`src/rtl/serirq_pkg.sv`:
```
package serirq_pkg;

  // Phase of the current clock, held in a register by the control unit
  typedef enum logic [2:0] {
    PH_IDLE,
    PH_KICK,
    PH_START_TA,
    PH_SAMPLE,
    PH_RECOV,
    PH_TURN,
    PH_STOP
  } phase_e;

  // Strobes from control to datapath
  typedef struct packed {
    logic latch;   // capture request vector at this edge
    logic kick;    // self-start low drive this clock
    logic sample;  // sample clock of current slot
    logic recov;   // recovery clock of current slot
  } ctl_s;

endpackage

```
`src/rtl/serirq_ctl.sv`:
```
module serirq_ctl
  import serirq_pkg::*;
#(
  parameter int NUM_SLOTS  = 20,
  parameter int START_MIN  = 4,
  parameter int QUIET_STOP = 2
) (
  input  logic                         clk,
  input  logic                         rstN,
  input  logic                         lineIn,
  input  logic                         reqPend,
  output ctl_s                         ctl,
  output logic [$clog2(NUM_SLOTS)-1:0] slotIdx,
  output logic                         quietMode
);

  localparam int SLOT_W = $clog2(NUM_SLOTS);
  localparam int CNT_W  = $clog2(START_MIN + QUIET_STOP + 2) + 1;
  localparam logic [CNT_W-1:0]  CNT_MAX   = '1;
  localparam logic [CNT_W-1:0]  START_THR = CNT_W'(START_MIN);
  localparam logic [CNT_W-1:0]  QUIET_LEN = CNT_W'(QUIET_STOP);
  localparam logic [SLOT_W-1:0] LAST_SLOT = SLOT_W'(NUM_SLOTS - 1);

  phase_e             phase;
  logic [CNT_W-1:0]   lowCnt;
  logic [CNT_W-1:0]   stopCnt;
  logic [SLOT_W-1:0]  slotCnt;
  logic               idleLike;
  logic               startSeen;

  assign idleLike  = (phase == PH_IDLE) || (phase == PH_KICK);
  assign startSeen = idleLike && lineIn && (lowCnt >= START_THR);

  always_comb begin
    ctl.latch  = startSeen;
    ctl.kick   = (phase == PH_KICK);
    ctl.sample = (phase == PH_SAMPLE);
    ctl.recov  = (phase == PH_RECOV);
  end

  assign slotIdx = slotCnt;

  always_ff @(posedge clk) begin
    if (!rstN) begin
      phase     <= PH_IDLE;
      lowCnt    <= '0;
      stopCnt   <= '0;
      slotCnt   <= '0;
      quietMode <= 1'b0;
    end else begin
      unique case (phase)
        PH_IDLE, PH_KICK: begin
          if (!lineIn) begin
            lowCnt <= (lowCnt == CNT_MAX) ? lowCnt : lowCnt + 1'b1;
            phase  <= PH_IDLE;
          end else if (startSeen) begin
            lowCnt <= '0;
            phase  <= PH_START_TA;
          end else begin
            lowCnt <= '0;
            phase  <= (phase == PH_IDLE && reqPend) ? PH_KICK : PH_IDLE;
          end
        end
        PH_START_TA: begin
          slotCnt <= '0;
          phase   <= PH_SAMPLE;
        end
        PH_SAMPLE: phase <= PH_RECOV;
        PH_RECOV:  phase <= PH_TURN;
        PH_TURN: begin
          if (slotCnt == LAST_SLOT) begin
            stopCnt <= '0;
            phase   <= PH_STOP;
          end else begin
            slotCnt <= slotCnt + 1'b1;
            phase   <= PH_SAMPLE;
          end
        end
        PH_STOP: begin
          if (!lineIn) begin
            stopCnt <= (stopCnt == CNT_MAX) ? stopCnt : stopCnt + 1'b1;
          end else if (stopCnt != '0) begin
            quietMode <= (stopCnt == QUIET_LEN);
            lowCnt    <= '0;
            phase     <= PH_IDLE;
          end
        end
        default: phase <= PH_IDLE;
      endcase
    end
  end

endmodule

```
`src/rtl/serirq_dp.sv`:
```
module serirq_dp
  import serirq_pkg::*;
#(
  parameter int NUM_SLOTS = 20
) (
  input  logic                         clk,
  input  logic                         rstN,
  input  logic [NUM_SLOTS-1:0]         irqIn,
  input  ctl_s                         ctl,
  input  logic [$clog2(NUM_SLOTS)-1:0] slotIdx,
  input  logic                         quietMode,
  output logic                         reqPend,
  output logic                         driveEn,
  output logic                         driveVal
);

  logic [NUM_SLOTS-1:0] irqSnap;
  logic                 slotBit;

  always_ff @(posedge clk) begin
    if (!rstN)          irqSnap <= '0;
    else if (ctl.latch) irqSnap <= irqIn;
  end

  assign slotBit  = irqSnap[slotIdx];
  assign reqPend  = quietMode && (irqIn != irqSnap);
  assign driveEn  = ctl.kick | ((ctl.sample | ctl.recov) & slotBit);
  assign driveVal = ctl.recov & slotBit;

endmodule

```
`src/rtl/serirq_periph.sv`:
```
module serirq_periph
  import serirq_pkg::*;
#(
  parameter int NUM_SLOTS  = 20,
  parameter int START_MIN  = 4,
  parameter int QUIET_STOP = 2
) (
  input  logic                 clk,
  input  logic                 rstN,
  input  logic [NUM_SLOTS-1:0] irqIn,
  input  logic                 lineIn,
  output logic                 driveEn,
  output logic                 driveVal
);

  localparam int SLOT_W = $clog2(NUM_SLOTS);

  ctl_s              ctl;
  logic [SLOT_W-1:0] slotIdx;
  logic              quietMode;
  logic              reqPend;

  serirq_ctl #(
    .NUM_SLOTS (NUM_SLOTS),
    .START_MIN (START_MIN),
    .QUIET_STOP(QUIET_STOP)
  ) u_ctl (
    .clk      (clk),
    .rstN     (rstN),
    .lineIn   (lineIn),
    .reqPend  (reqPend),
    .ctl      (ctl),
    .slotIdx  (slotIdx),
    .quietMode(quietMode)
  );

  serirq_dp #(
    .NUM_SLOTS(NUM_SLOTS)
  ) u_dp (
    .clk      (clk),
    .rstN     (rstN),
    .irqIn    (irqIn),
    .ctl      (ctl),
    .slotIdx  (slotIdx),
    .quietMode(quietMode),
    .reqPend  (reqPend),
    .driveEn  (driveEn),
    .driveVal (driveVal)
  );

endmodule

```
`config.mk`:
```
export PLATFORM = sky130hd
export DESIGN_NAME = serirq_periph
export DESIGN_NICKNAME = d
export VERILOG_FILES = /design/src/rtl/serirq_pkg.sv /design/src/rtl/serirq_ctl.sv /design/src/rtl/serirq_dp.sv /design/src/rtl/serirq_periph.sv
export SDC_FILE = /design/constraint.sdc
export NUM_CORES = 1
export LEC_CHECK = 0
export BUFFER_PORTS_ARGS = -buffer_cell sky130_fd_sc_hd__buf_2
export CORE_ASPECT_RATIO = 1.1
export CORE_MARGIN = 5
export CORE_UTILIZATION = 45
export DETAILED_ROUTE_END_ITERATION = 10
export PLACE_DENSITY = 0.78
export SKIP_CTS_REPAIR_TIMING = 1
export SYNTH_ARGS = -nofsm -noshare
export SYNTH_HDL_FRONTEND = slang
export SYNTH_HIERARCHICAL = 1
export SYNTH_SLANG_ARGS = --single-unit
```
`constraint.sdc`:
```
create_clock -name clk -period 2.1 [get_ports clk]
set_clock_uncertainty 0.15 [all_clocks]
set_input_delay 0.525 -clock clk [delete_from_list [all_inputs] [get_ports clk]]
set_output_delay 0.525 -clock clk [all_outputs]
set_load 0.005 [all_outputs]
```
==> impl_metrics.py <==
metrics = {
    "outcome": {
        "status": "finished with violations",
        "violations": "setup timing",
    },
    "final_layout": {
        "antennaDiodeCount": 0,
        "final_cells": 326,
        "fillCellCount": 405,
        "nets": 295,
        "synthToLayoutAreaGrowth_pct": 17.0,
        "layout-drive-gt1-share_pct": 25.4,
    },
    "die": {
        "pin_count": 25,
        "dieArea_um2": 6470,
        "initial_utilization_pct": 45.6,
        "chipWidth_um": 77.2,
        "coreArea_um2": 4900,
        "dieHeight_um": 83.9,
        "rows": 27,
    },
    "power_and_ir_drop": {
        "p_per_area_nw_per_um2": 547,
        "ir_drop_mv": 0.428,
        "p_leak_nw": 0.927,
        "combPwrFrac_pct": 6.1,
        "power.switching_w": 0.000298,
        "p_seq_share_pct": 49.4,
        "p_sw_share_pct": 20.8,
        "p_int_w": 0.00113,
        "p_clk_share_pct": 44.5,
    },
    "place": {
        "dp_cells": 318,
        "dp_hpwl_um": 3580,
        "port_buffers": 24,
        "place_congestion": 0.854,
    },
    "drt": {
        "wl_per_cell_um": 14.9,
        "dr.pass1.iters": 4,
        "postRouteAntennaNets": 0,
        "via_per_inst": 5.53,
        "drcViolationCount": 0,
        "drt-initial-drc-count": 147,
        "wirelength_um": 4870,
        "dr_total_vias": 1802,
    },
    "hold_path": {
        "hp-class": "reg -> reg",
        "hold_depth": 2,
        "hold_start": "u_ctl/quietMode$_SDFFE_PN0P_",
        "min_to": "u_ctl/quietMode$_SDFFE_PN0P_",
    },
    "yosys": {
        "ys_warn_count": 6,
        "synthCells": 234,
        "synth_edf_count": 0,
        "synth_area_um2": 2230,
        "syn_avg_cell_area_um2": 9.54,
        "synth.area.top_cells": "dfxtp_1 33%, mux2i_1 9.9%, xor2_1 6.3%",
        "synthesis.nets": 262,
        "ys_ff_latch": 37,
        "yosys.area.top_type_share_pct": 33.2,
        "netlist.top_cell.by_area": "dfxtp_1",
        "synth.distinct_cells": 57,
        "ys_seq_area_share_pct": 33.2,
        "ys.flop_type": "dfxtp_1",
        "async_flop_share_pct": 0,
    },
    "worst_setup_path": {
        "critPathTopFamily": "multiplexers",
        "critPathLaunch": "u_ctl/slotIdx[0]$_SDFFE_PN0P_",
        "crit_chain": "mux4_2, and3_4, a31oi_4, a31oi_2, buf_2",
        "cp-end-kind": "output port",
        "worstRegToRegCells": 8,
        "max_stage_delay_ps": 500,
        "reg2reg_to": "u_ctl/phase[0]$_SDFFE_PN0P_",
        "worstPathRequired_ps": 1420,
        "start_kind": "flip-flop",
        "r2r-start": "u_dp/irqSnap[8]$_SDFFE_PN0P_",
        "cp_slowest_cell": "mux4_2",
        "crit_type": "reg -> out",
        "critPathMaxFanout": 4,
        "rrSetupSlack_ps": 160,
        "critPathBufInv": 1,
        "cp.arrival_ps": 1770,
    },
    "global_route": {
        "grt_pass1_wl_um": 8310,
        "use_met3_pct": 4.10,
        "grt_use_met2_pct": 25.6,
        "grt_max_degree": 22,
        "overflow": 0,
        "busiest_layer": "met2",
        "antenna_found_initial": 0,
        "grt_pass1_vias": 1811,
        "met1_usage_pct": 18.9,
        "track_usage_pct": 15.8,
    },
    "clock_tree": {
        "clkTransAtPathRegs_ps": 70,
        "clk_latency_ps": 290,
        "cts_root_buffer": "clkbuf_8",
        "cts_tree": "built",
        "htree_levels": 2,
        "numCtsBuffers": 5,
        "cts_sinks": 37,
        "cts.path.max_buffers": 2,
    },
    "timing": {
        "final.period_utilization_pct": 116,
        "worst_pin_slew_ps": 381,
        "tns_ps": -660,
        "layout_setup_ws_ps": -341,
        "whs_ps": 326,
        "setup_violations": 2,
        "fin_crit_ps": 2440,
        "hold_viol": 0,
        "max_freq_mhz": 410,
        "slew_violations": 0,
        "rsz0062_at_grt": "true",
        "slew_headroom_pct": 74.4,
    },
    "job": {
        "maxCapViolCount": 0,
    },
}
## synth_stat cells (3+ instances only)
cell type / n
a21oi_1: 5
dfxtp_1: 37
nor2b_1: 21
inv_1: 3
nor4_1: 3
xor2_1: 16
nand2_1: 7
a31oi_1: 4
nand3_1: 9
nor3_1: 5
xnor2_1: 8
nor2_1: 15
ha_1: 5
nand2b_1: 8
clkbuf_1: 5
mux2i_1: 22
buf_2: 3
nand4_1: 7
## power groups by stage
stage               Combinational (W)  Clock (W)  Sequential [W]
floorplan                   0.0000473          0        0.000723
global placement            0.0000828          0        0.000724
detailed placement          0.0000850          0        0.000724
CTS                         0.0000850   0.000657        0.000708
global route                0.0000959   0.000693        0.000707
finish                      0.0000866   0.000637        0.000707
## registers in the layout (all words and copies together) (netlist names)
| signal | flops |
|---|---|
| u_ctl/slotIdx | 5 |
| u_ctl/lowCnt | 4 |
| u_dp/irqSnap | 20 |
| u_ctl/quietMode | 1 |
| u_ctl/phase | 3 |
| u_ctl/stopCnt | 4 |
## cells in the final DEF, fill, tap and decap left out, types with 3 or more instances in the layout
cell | netlist | final
dfxtp_1 | 37 | 34
buf_2 | 3 | 24
mux2i_1 | 22 | 22
nor2b_1 | 21 | 21
xor2_1 | 16 | 16
nor2_1 | 15 | 14
buf_4 | 1 | 12
nand3_1 | 9 | 9
xnor2_1 | 8 | 8
nand2_1 | 7 | 7
nand2b_1 | 8 | 7
nand4_1 | 7 | 7
clkbuf_8 | 2 | 6
nor3_1 | 5 | 5
a21oi_1 | 5 | 5
ha_1 | 5 | 5
a31oi_1 | 4 | 4
inv_1 | 3 | 3
mux4_2 | 2 | 3
## tightest hold or removal path, delay by kind of cell (launching register included)
kind / cells / cell delay (ps)
AO/OA/AOI/OAI: 1 / 50
flip-flops: 1 / 310
AND/OR/NAND/NOR: 1 / 60
## per-stage QoR
step	utilization (%)	setup slack [ps]	area [µm²]	total power [W]
4_1_cts	52.8	-410	2590	0.00145
3_5_place_dp	50.4	-81.9	2470	0.000809
6_report	53.4	-341	2610	0.00143
5_1_grt	53.4	-416	2610	0.00150
2_1_floorplan	-	2.19	2240	0.000771
3_3_place_gp	50.4	-74.5	2470	0.000807
## cell families (layout without fill, tap and decap cells)
family	Yosys count	after routing	share of synthesized area, %
AOI/OAI and AO/OA	30	30	10.3
xor gates and xnor gates	24	24	9.41
adders and majority gates	5	5	2.80
buffers and inverters	16	50	4.26
DFF	37	37	33.2
muxes	27	27	14.1
and+or+nand+nor	95	95	26.0
## metal layers
metal	vias to the layer above	routed length [µm]
met1	842	2130
met4	0	86
li1	912	-
met5	-	0
met2	41	2450
met3	7	206
## cell type report
class	count	area (µm²)	share of cell area (%)
Clock buffer	7	86.3	3.30
Clock inverter	1	30.0	1.15
Inverter	4	15.0	0.574
Multi-Input combinational cell	181	1420	54.4
Sequential cell	37	747	28.6
Tap cell	58	72.6	2.78
Timing Repair Buffer	38	241	9.24
## worst max-delay path by stage
stage / to / cells after the start
final: driveEn / 5
after global routing: driveEn / 5
after CTS: driveEn / 5
after detailed placement: driveEn / 5
after global placement: driveEn / 5
after floorplan: driveEn / 4
(Power assumes the default switching activity.)
